--- config.mk ---
export PLATFORM = sky130hd
export DESIGN_NAME = sync_xfer_seq
export DESIGN_NICKNAME = d
export VERILOG_FILES = /design/src/rtl/sxs_pkg.sv /design/src/rtl/sxs_pend_ctr.sv /design/src/rtl/sxs_nest_ctr.sv /design/src/rtl/sync_xfer_seq.sv
export SDC_FILE = /design/constraint.sdc
export NUM_CORES = 1
export LEC_CHECK = 0
export BUFFER_PORTS_ARGS = -buffer_cell sky130_fd_sc_hd__buf_2
export CAP_MARGIN = 20
export CORE_UTILIZATION = 59
export CTS_CLUSTER_SIZE = 8
export DETAILED_ROUTE_END_ITERATION = 10
export HOLD_SLACK_MARGIN = 0.1
export PLACE_DENSITY = 0.86
export SETUP_SLACK_MARGIN = 0.1
export SLEW_MARGIN = 10
export SYNTH_ARGS = -nofsm -noshare
export SYNTH_HDL_FRONTEND = slang
export SYNTH_SLANG_ARGS = --single-unit
--- constraint.sdc ---
create_clock -name clk -period 3.94 [get_ports clk]
set_input_delay 0.394 -clock clk [delete_from_list [all_inputs] [get_ports clk]]
set_output_delay 0.394 -clock clk [all_outputs]
set_load 0.03 [all_outputs]
--- src/rtl/sxs_pkg.sv ---
package sxs_pkg;
   typedef enum logic [2:0] {
      GR_NONE   = 3'd0,
      GR_ELEM   = 3'd1,
      GR_FRAME  = 3'd2,
      GR_BLOCK  = 3'd3,
      GR_PACKET = 3'd4
   } gran_e;

   typedef enum logic [1:0] {
      ST_IDLE = 2'd0,
      ST_WAIT = 2'd1,
      ST_XFER = 2'd2
   } seq_st_e;
endpackage

--- src/rtl/sxs_pend_ctr.sv ---
module sxs_pend_ctr #(
   parameter int PEND_MAX = 15
) (
   input  logic clk,
   input  logic rst_n,
   input  logic clr,
   input  logic sync_in,
   input  logic take,
   output logic has_pend,
   output logic ovf
);
   localparam int PW = $clog2(PEND_MAX + 1);
   localparam logic [PW-1:0] CMAX = PW'(PEND_MAX);

   initial assert (PEND_MAX >= 1) else $error("PEND_MAX must be at least 1");

   logic [PW-1:0] cnt;
   logic          dec;

   assign dec      = take && (cnt != '0);
   assign has_pend = (cnt != '0);

   always_ff @(posedge clk or negedge rst_n) begin
      if (!rst_n) begin
         cnt <= '0;
         ovf <= 1'b0;
      end else if (clr) begin
         cnt <= '0;
         ovf <= 1'b0;
      end else if (sync_in && !dec) begin
         if (cnt == CMAX) ovf <= 1'b1;
         else             cnt <= cnt + PW'(1);
      end else if (!sync_in && dec) begin
         cnt <= cnt - PW'(1);
      end
   end


   ovf_set_chk: assert property (@(posedge clk) disable iff (!rst_n)
      (sync_in && !take && !clr && cnt == CMAX) |=> ovf);
endmodule

--- src/rtl/sxs_nest_ctr.sv ---
module sxs_nest_ctr #(
   parameter int EW     = 8,
   parameter int FW     = 8,
   parameter int RW     = 8,
   parameter bit PKT_EN = 1'b1
) (
   input  logic          clk,
   input  logic          rst_n,
   input  logic          load,
   input  logic          adv,
   input  logic [EW-1:0] epf,
   input  logic [FW-1:0] fpt,
   input  logic [EW-1:0] epp,
   input  logic [RW-1:0] rep,
   output logic          last_elem,
   output logic          last_frame,
   output logic          last_pkt,
   output logic          final_pass
);
   logic [EW-1:0] ecnt;
   logic [FW-1:0] fcnt;
   logic [RW-1:0] rcnt;
   logic          blk_end;

   assign last_elem  = (ecnt == epf - EW'(1));
   assign last_frame = (fcnt == fpt - FW'(1));
   assign blk_end    = last_elem && last_frame;
   assign final_pass = !rep[RW-1] && (rcnt == rep);

   always_ff @(posedge clk or negedge rst_n) begin
      if (!rst_n) begin
         ecnt <= '0;
         fcnt <= '0;
         rcnt <= '0;
      end else if (load) begin
         ecnt <= '0;
         fcnt <= '0;
         rcnt <= '0;
      end else if (adv) begin
         if (last_elem) begin
            ecnt <= '0;
            if (last_frame) begin
               fcnt <= '0;
               rcnt <= rcnt + RW'(1);
            end else begin
               fcnt <= fcnt + FW'(1);
            end
         end else begin
            ecnt <= ecnt + EW'(1);
         end
      end
   end

   generate
      if (PKT_EN) begin : g_pkt
         logic [EW-1:0] pcnt;
         assign last_pkt = (pcnt == epp - EW'(1));
         always_ff @(posedge clk or negedge rst_n) begin
            if (!rst_n)     pcnt <= '0;
            else if (load)  pcnt <= '0;
            else if (adv)   pcnt <= (blk_end || last_pkt) ? '0 : pcnt + EW'(1);
         end
      end else begin : g_nopkt
         assign last_pkt = 1'b0;
      end
   endgenerate
endmodule

--- src/rtl/sync_xfer_seq.sv ---
module sync_xfer_seq
   import sxs_pkg::*;
#(
   parameter int EW       = 8,
   parameter int FW       = 8,
   parameter int RW       = 8,
   parameter int PEND_MAX = 15,
   parameter bit PKT_EN   = 1'b1
) (
   input  logic          clk,
   input  logic          rst_n,
   input  logic          start,
   input  logic          abort,
   input  logic [2:0]    cfg_gran,
   input  logic [EW-1:0] cfg_epf,
   input  logic [FW-1:0] cfg_fpt,
   input  logic [EW-1:0] cfg_epp,
   input  logic [RW-1:0] cfg_rep,
   input  logic          cfg_rpt_note,
   input  logic          sync_req,
   output logic          xfer_req,
   input  logic          xfer_ack,
   output logic          frame_done,
   output logic          block_done,
   output logic          repeat_done,
   output logic          busy,
   output logic          ovf_err
);
   initial assert (EW >= 2 && FW >= 1 && RW >= 2) else $error("bad width parameters");

   seq_st_e       st;
   gran_e         gran_q;
   logic [EW-1:0] epf_q, epp_q;
   logic [FW-1:0] fpt_q;
   logic [RW-1:0] rep_q;
   logic          note_q;

   logic go, take, has_pend, ack_ev, blk_end, burst_end;
   logic last_elem, last_frame, last_pkt, final_pass;

   assign go       = start && (st == ST_IDLE) && !abort;
   assign take     = (st == ST_WAIT) && has_pend && !abort;
   assign ack_ev   = (st == ST_XFER) && xfer_ack && !abort;
   assign blk_end  = last_elem && last_frame;
   assign xfer_req = (st == ST_XFER);
   assign busy     = (st != ST_IDLE);

   always_comb begin
      unique case (gran_q)
         GR_ELEM:   burst_end = 1'b1;
         GR_FRAME:  burst_end = last_elem;
         GR_PACKET: burst_end = last_pkt || blk_end;
         default:   burst_end = blk_end;
      endcase
   end

   sxs_pend_ctr #(.PEND_MAX(PEND_MAX)) u_pend (
      .clk      (clk),
      .rst_n    (rst_n),
      .clr      (abort || go),
      .sync_in  (sync_req && busy && !abort),
      .take     (take),
      .has_pend (has_pend),
      .ovf      (ovf_err)
   );

   sxs_nest_ctr #(.EW(EW), .FW(FW), .RW(RW), .PKT_EN(PKT_EN)) u_nest (
      .clk        (clk),
      .rst_n      (rst_n),
      .load       (go),
      .adv        (ack_ev),
      .epf        (epf_q),
      .fpt        (fpt_q),
      .epp        (epp_q),
      .rep        (rep_q),
      .last_elem  (last_elem),
      .last_frame (last_frame),
      .last_pkt   (last_pkt),
      .final_pass (final_pass)
   );

   always_ff @(posedge clk or negedge rst_n) begin
      if (!rst_n) begin
         st     <= ST_IDLE;
         gran_q <= GR_NONE;
         epf_q  <= EW'(1);
         fpt_q  <= FW'(1);
         epp_q  <= EW'(1);
         rep_q  <= '0;
         note_q <= 1'b0;
      end else if (abort) begin
         st <= ST_IDLE;
      end else begin
         unique case (st)
            ST_IDLE: if (go) begin
               gran_q <= gran_e'(cfg_gran);
               epf_q  <= cfg_epf;
               fpt_q  <= cfg_fpt;
               epp_q  <= cfg_epp;
               rep_q  <= cfg_rep;
               note_q <= cfg_rpt_note;
               st     <= (gran_e'(cfg_gran) == GR_NONE) ? ST_XFER : ST_WAIT;
            end
            ST_WAIT: if (take) st <= ST_XFER;
            ST_XFER: if (ack_ev) begin
               if (blk_end && final_pass)                st <= ST_IDLE;
               else if (burst_end && gran_q != GR_NONE)  st <= ST_WAIT;
            end
            default: st <= ST_IDLE;
         endcase
      end
   end

   always_ff @(posedge clk or negedge rst_n) begin
      if (!rst_n) begin
         frame_done  <= 1'b0;
         block_done  <= 1'b0;
         repeat_done <= 1'b0;
      end else begin
         frame_done  <= ack_ev && last_elem;
         block_done  <= ack_ev && blk_end;
         repeat_done <= ack_ev && blk_end && note_q && (rep_q != '0);
      end
   end


   req_hold_chk: assert property (@(posedge clk) disable iff (!rst_n)
      (xfer_req && !xfer_ack && !abort) |=> xfer_req);

   abort_idle_chk: assert property (@(posedge clk) disable iff (!rst_n)
      abort |=> (!busy && !xfer_req));

   blk_frame_chk: assert property (@(posedge clk) disable iff (!rst_n)
      block_done |-> frame_done);

   rep_blk_chk: assert property (@(posedge clk) disable iff (!rst_n)
      repeat_done |-> block_done);

   none_nowait_chk: assert property (@(posedge clk) disable iff (!rst_n)
      (busy && gran_q == GR_NONE) |-> (st != ST_WAIT));
endmodule

==> tab_implementation.tex <==
\begin{tabular}{lr}
\hline
Metric & Value \\
\hline
\multicolumn{2}{l}{\textbf{Setup path}} \\
Data arrival time of the critical path & 3.37 ns \\
CP peak stage delay & 0.61 ns \\
Flop2flop setup slack & 0.84 ns \\
Kind of start point of the critical path & flip-flop \\
WP buf/inv & 1 \\
R2R Path End & u\_nest.rcnt[5] \\
Maximum fanout encountered on the critical timing path & 15 \\
Number of cell instances on the worst register-to-register path & 9 \\
Cell with the biggest individual delay on the critical path & sky130\_fd\_sc\_hd\_\_dfstp\_2 \\
Crit path capture type & flip-flop \\
Required arrival time at the worst endpoint & 4.22 ns \\
Worst R2R Start & epf\_q[0] \\
Path type of the worst setup path & flip-flop to flip-flop \\
Cells along the critical path & inv\_1 -> ha\_1 -> xor2\_1 -> nand2\_1 -> or4\_4 -> a211oi\_4 -> nand4\_4 -> or4\_1 -> a21oi\_1 \\
Dominant delay contributor by cell family on the critical path & simple AND/OR/NAND/NOR gates \\
\multicolumn{2}{l}{\textbf{Drt}} \\
Vias per inst & 5.96 \\
Routed vias & 3615 \\
Detailed router's first-iteration violation count & 203 \\
Wire length per cell after detailed routing & 15.9 microns \\
Number of DRC violations after detailed routing & 0 \\
Residual antenna-violating net count after detailed routing & 0 \\
Router iterations before antenna repair & 4 \\
Routed wire length & 9.63 mm \\
\multicolumn{2}{l}{\textbf{Floorplan}} \\
Die height & 89.6 microns \\
Core ar. & 7330 sq um \\
Horizontal die dimension & 89.6 microns \\
Floorplan die area & 8040 sq um \\
Std-Cell Rows & 31 \\
Starting density of the core & 61.8\% \\
Count of pins on the block boundary & 48 \\
\multicolumn{2}{l}{\textbf{Timing}} \\
Setup repair after global routing missed its margin & false \\
Hold violation total from the final report & 0 \\
Pins over their slew limit & 0 \\
Highest attainable clock frequency & 323 MHz \\
Worst-Margin Slew & 0.968 ns \\
Share of the clock period used by the worst path after layout & 78.6\% \\
Setup violations, final & 0 \\
Final worst path period need & 3.10 ns \\
Final clock skew & 0.00730 ns \\
Worst hold slack across all endpoints & 0.187 ns \\
Worst-case headroom to the max-slew limit & 35.5\% \\
Final-layout setup total negative slack & 0 ns \\
\multicolumn{2}{l}{\textbf{Synthesis}} \\
Yosys top cell area share & 41.4\% \\
Cells after Synth & 455 \\
Xor and xnor area share after synthesis & 8.09\% \\
Arithmetic-cell share of the synthesized area counting full adders, half adders and majority gates & 3.20\% \\
Post-synthesis sequential area ratio & 43.2\% \\
Leading cell types by count after synthesis & 75 x sky130\_fd\_sc\_hd\_\_dfrtp\_1, 34 x sky130\_fd\_sc\_hd\_\_nor2\_1, 29 x sky130\_fd\_sc\_hd\_\_nand2\_1 \\
Total of warnings raised by yosys & 0 \\
Simple-gate portion of the synthesized area & 20.3\% \\
Summed instance area of the synthesized netlist & 4530 sq um \\
Dominant combinational cell family by area after synthesis & simple AND/OR/NAND/NOR gates \\
Syn Nets & 508 \\
Total of flip-flops plus latches after synthesis & 78 \\
Library cells used by synthesis & 69 \\
Multiplexer fraction of the synthesized cell area & 7.37\% \\
Top area cells in the synthesized netlist & sky130\_fd\_sc\_hd\_\_dfrtp\_1 41\%, sky130\_fd\_sc\_hd\_\_mux2\_2 6.7\%, sky130\_fd\_sc\_hd\_\_xor2\_1 4.1\% \\
Share of synthesized registers carrying an async set or reset & 100\% \\
Library cell with the highest instance count after synthesis & sky130\_fd\_sc\_hd\_\_dfrtp\_1 \\
Mean post-synth cell area & 9.96 sq um \\
Primary FF master, synth & sky130\_fd\_sc\_hd\_\_dfrtp\_1 \\
Biggest area consumer among synthesized cells & sky130\_fd\_sc\_hd\_\_dfrtp\_1 \\
Share of the synthesized area in compound gates (AO/OA/AOI/OAI) & 14.1\% \\
Number of synthesized flops with an enable pin & 0 \\
\multicolumn{2}{l}{\textbf{Run status}} \\
Run status & completed \\
\multicolumn{2}{l}{\textbf{Pwr}} \\
Leakage power & 2.23 nW \\
PwrDens & 519 nW/um\^{}2 \\
Maximum ir drop on the vdd rail & 296 uV \\
\multicolumn{2}{l}{\textbf{Place}} \\
Detailed placer's ending HPWL & 7.04 mm \\
Cell count after placement & 591 \\
Count of port buffers added during placement & 47 \\
Routability congestion estimate from global placement & 0.849 \\
\multicolumn{2}{l}{\textbf{Finish}} \\
Share of the core filled with cells & 69.3\% \\
Area Growth Syn to Fin & 12.1\% \\
Layout Nets & 556 \\
Non-filler cells in the finished layout & 607 \\
Diodes inserted & 0 \\
Share of final-layout standard cells stronger than drive strength 1 & 22.6\% \\
\multicolumn{2}{l}{\textbf{GRT}} \\
Overall routing resource usage & 26.5\% \\
Total overflow reported by the global router & 0 \\
Global-route wire length before repair & 16.1 mm \\
Via count of the first global-routing pass & 3441 \\
Largest net degree at the start of global routing & 79 \\
Antenna violations before repair & 0 \\
\multicolumn{2}{l}{\textbf{Clock tree}} \\
Count of buffers added by post-CTS timing repair for setup & 0 \\
Clk pin slew, worst setup/hold paths & 0.08 ns \\
CTS Root Cell & sky130\_fd\_sc\_hd\_\_clkbuf\_8 \\
Quantity of gates resized following cts & 0 \\
H-Tree Level Count & 3 \\
TritonCTS Sinks & 78 \\
Number of buffers created by CTS & 9 \\
Number of hold-repair buffers added at the cts stage & 0 \\
Maximum count of clock buffers along a single path & 2 \\
TritonCTS clock tree & yes \\
Source-to-sink clock delay at the later pin of the worst-skew pair & 0.35 ns \\
\multicolumn{2}{l}{\textbf{Flow run}} \\
Total of max-cap violations & 0 \\
\multicolumn{2}{l}{\textbf{Worst hold path}} \\
Min-Delay Path Class & input port to asynchronous set/reset pin \\
\hline
\end{tabular}
## power breakdown
part | leakage (nW) | switching (mW) | internal, mW
clock | 0.112 | 0.311 | 0.423
combinational | 1.12 | 0.400 | 0.366
sequential | 1.00 | 0.181 | 0.956
## layout by cell type, fill, tap and decap left out, drive strengths merged, types with 5 or more instances in the layout
| master | synthesis | layout |
|---|---|---|
| a21oi | 20 | 20 |
| and3 | 12 | 12 |
| buf | 5 | 51 |
| clkbuf | 9 | 9 |
| dfrtp | 75 | 75 |
| ha | 10 | 10 |
| inv | 22 | 23 |
| mux2 | 27 | 27 |
| nand2 | 30 | 30 |
| nand2b | 8 | 8 |
| nand3 | 14 | 14 |
| nand4 | 9 | 9 |
| nor2 | 35 | 35 |
| nor2b | 5 | 5 |
| nor3 | 11 | 11 |
| nor3b | 8 | 8 |
| nor4 | 7 | 7 |
| o21a | 5 | 5 |
| o21ai | 26 | 26 |
| o311ai | 5 | 5 |
| or4 | 5 | 5 |
| xnor2 | 20 | 20 |
| xor2 | 21 | 21 |
## flip-flops by register name, summed over array words and instances, names as in the netlist, 3 cells and up
| name | flops |
|---|---|
| epf_q | 8 |
| epp_q | 8 |
| fpt_q | 8 |
| rep_q | 8 |
| u_nest.ecnt | 8 |
| u_nest.fcnt | 8 |
| u_nest.g_pkt.pcnt | 8 |
| u_nest.rcnt | 8 |
| u_pend.cnt | 4 |
| gran_q | 3 |
## layer usage
layer / routed length, microns / up-vias / global-route usage, %
met5: 0 / - / 0
met4: 116 / 0 / 6.93
met3: 462 / 10 / 7.95
met2: 4790 / 97 / 43.8
met1: 4260 / 1758 / 34.0
li1: - / 1750 / -
## metrics by stage
step           cell area [sq um]  total power [mW]  setup WS (ns)
2_1_floorplan               4530              1.72           1.17
3_3_place_gp                4840              1.87          0.978
3_5_place_dp                4840              1.91          0.856
4_1_cts                     5080              2.65          0.821
5_1_grt                     5080              2.79          0.657
6_report                    5080              2.64          0.844
## area by class of cell
class | instances | area [sq um]
multi-input combinational | 341 | 2410
clock buffer | 9 | 124
fill | 538 | 2250
clock inverter | 7 | 121
tap | 99 | 124
inverter | 22 | 82.6
timing repair buffer | 51 | 268
sequential | 78 | 1960
## how the worst max path moves through the flow
stage | end | start | cells past startpoint | slack (ns)
2_1_floorplan | u_nest.g_pkt.pcnt[7] | fpt_q[0] | 9 | 1.17
3_3_place_gp | u_nest.rcnt[7] | epf_q[0] | 9 | 0.98
5_1_grt | u_nest.rcnt[5] | epf_q[0] | 9 | 0.66
4_1_cts | u_nest.rcnt[5] | epf_q[0] | 9 | 0.82
3_5_place_dp | u_nest.rcnt[7] | epf_q[0] | 9 | 0.86
6_report | u_nest.rcnt[5] | epf_q[0] | 9 | 0.84
## kinds of logic (layout without fill, tap and decap cells)
logic type / after synthesis / count (layout)
fa+ha+maj: 11 / 11
flops: 78 / 78
mux: 30 / 30
buf+inv: 36 / 89
simple gates: 164 / 164
compound gates: 95 / 95
xor+xnor: 41 / 41
Note: power is estimated with default switching activity, not from simulation.
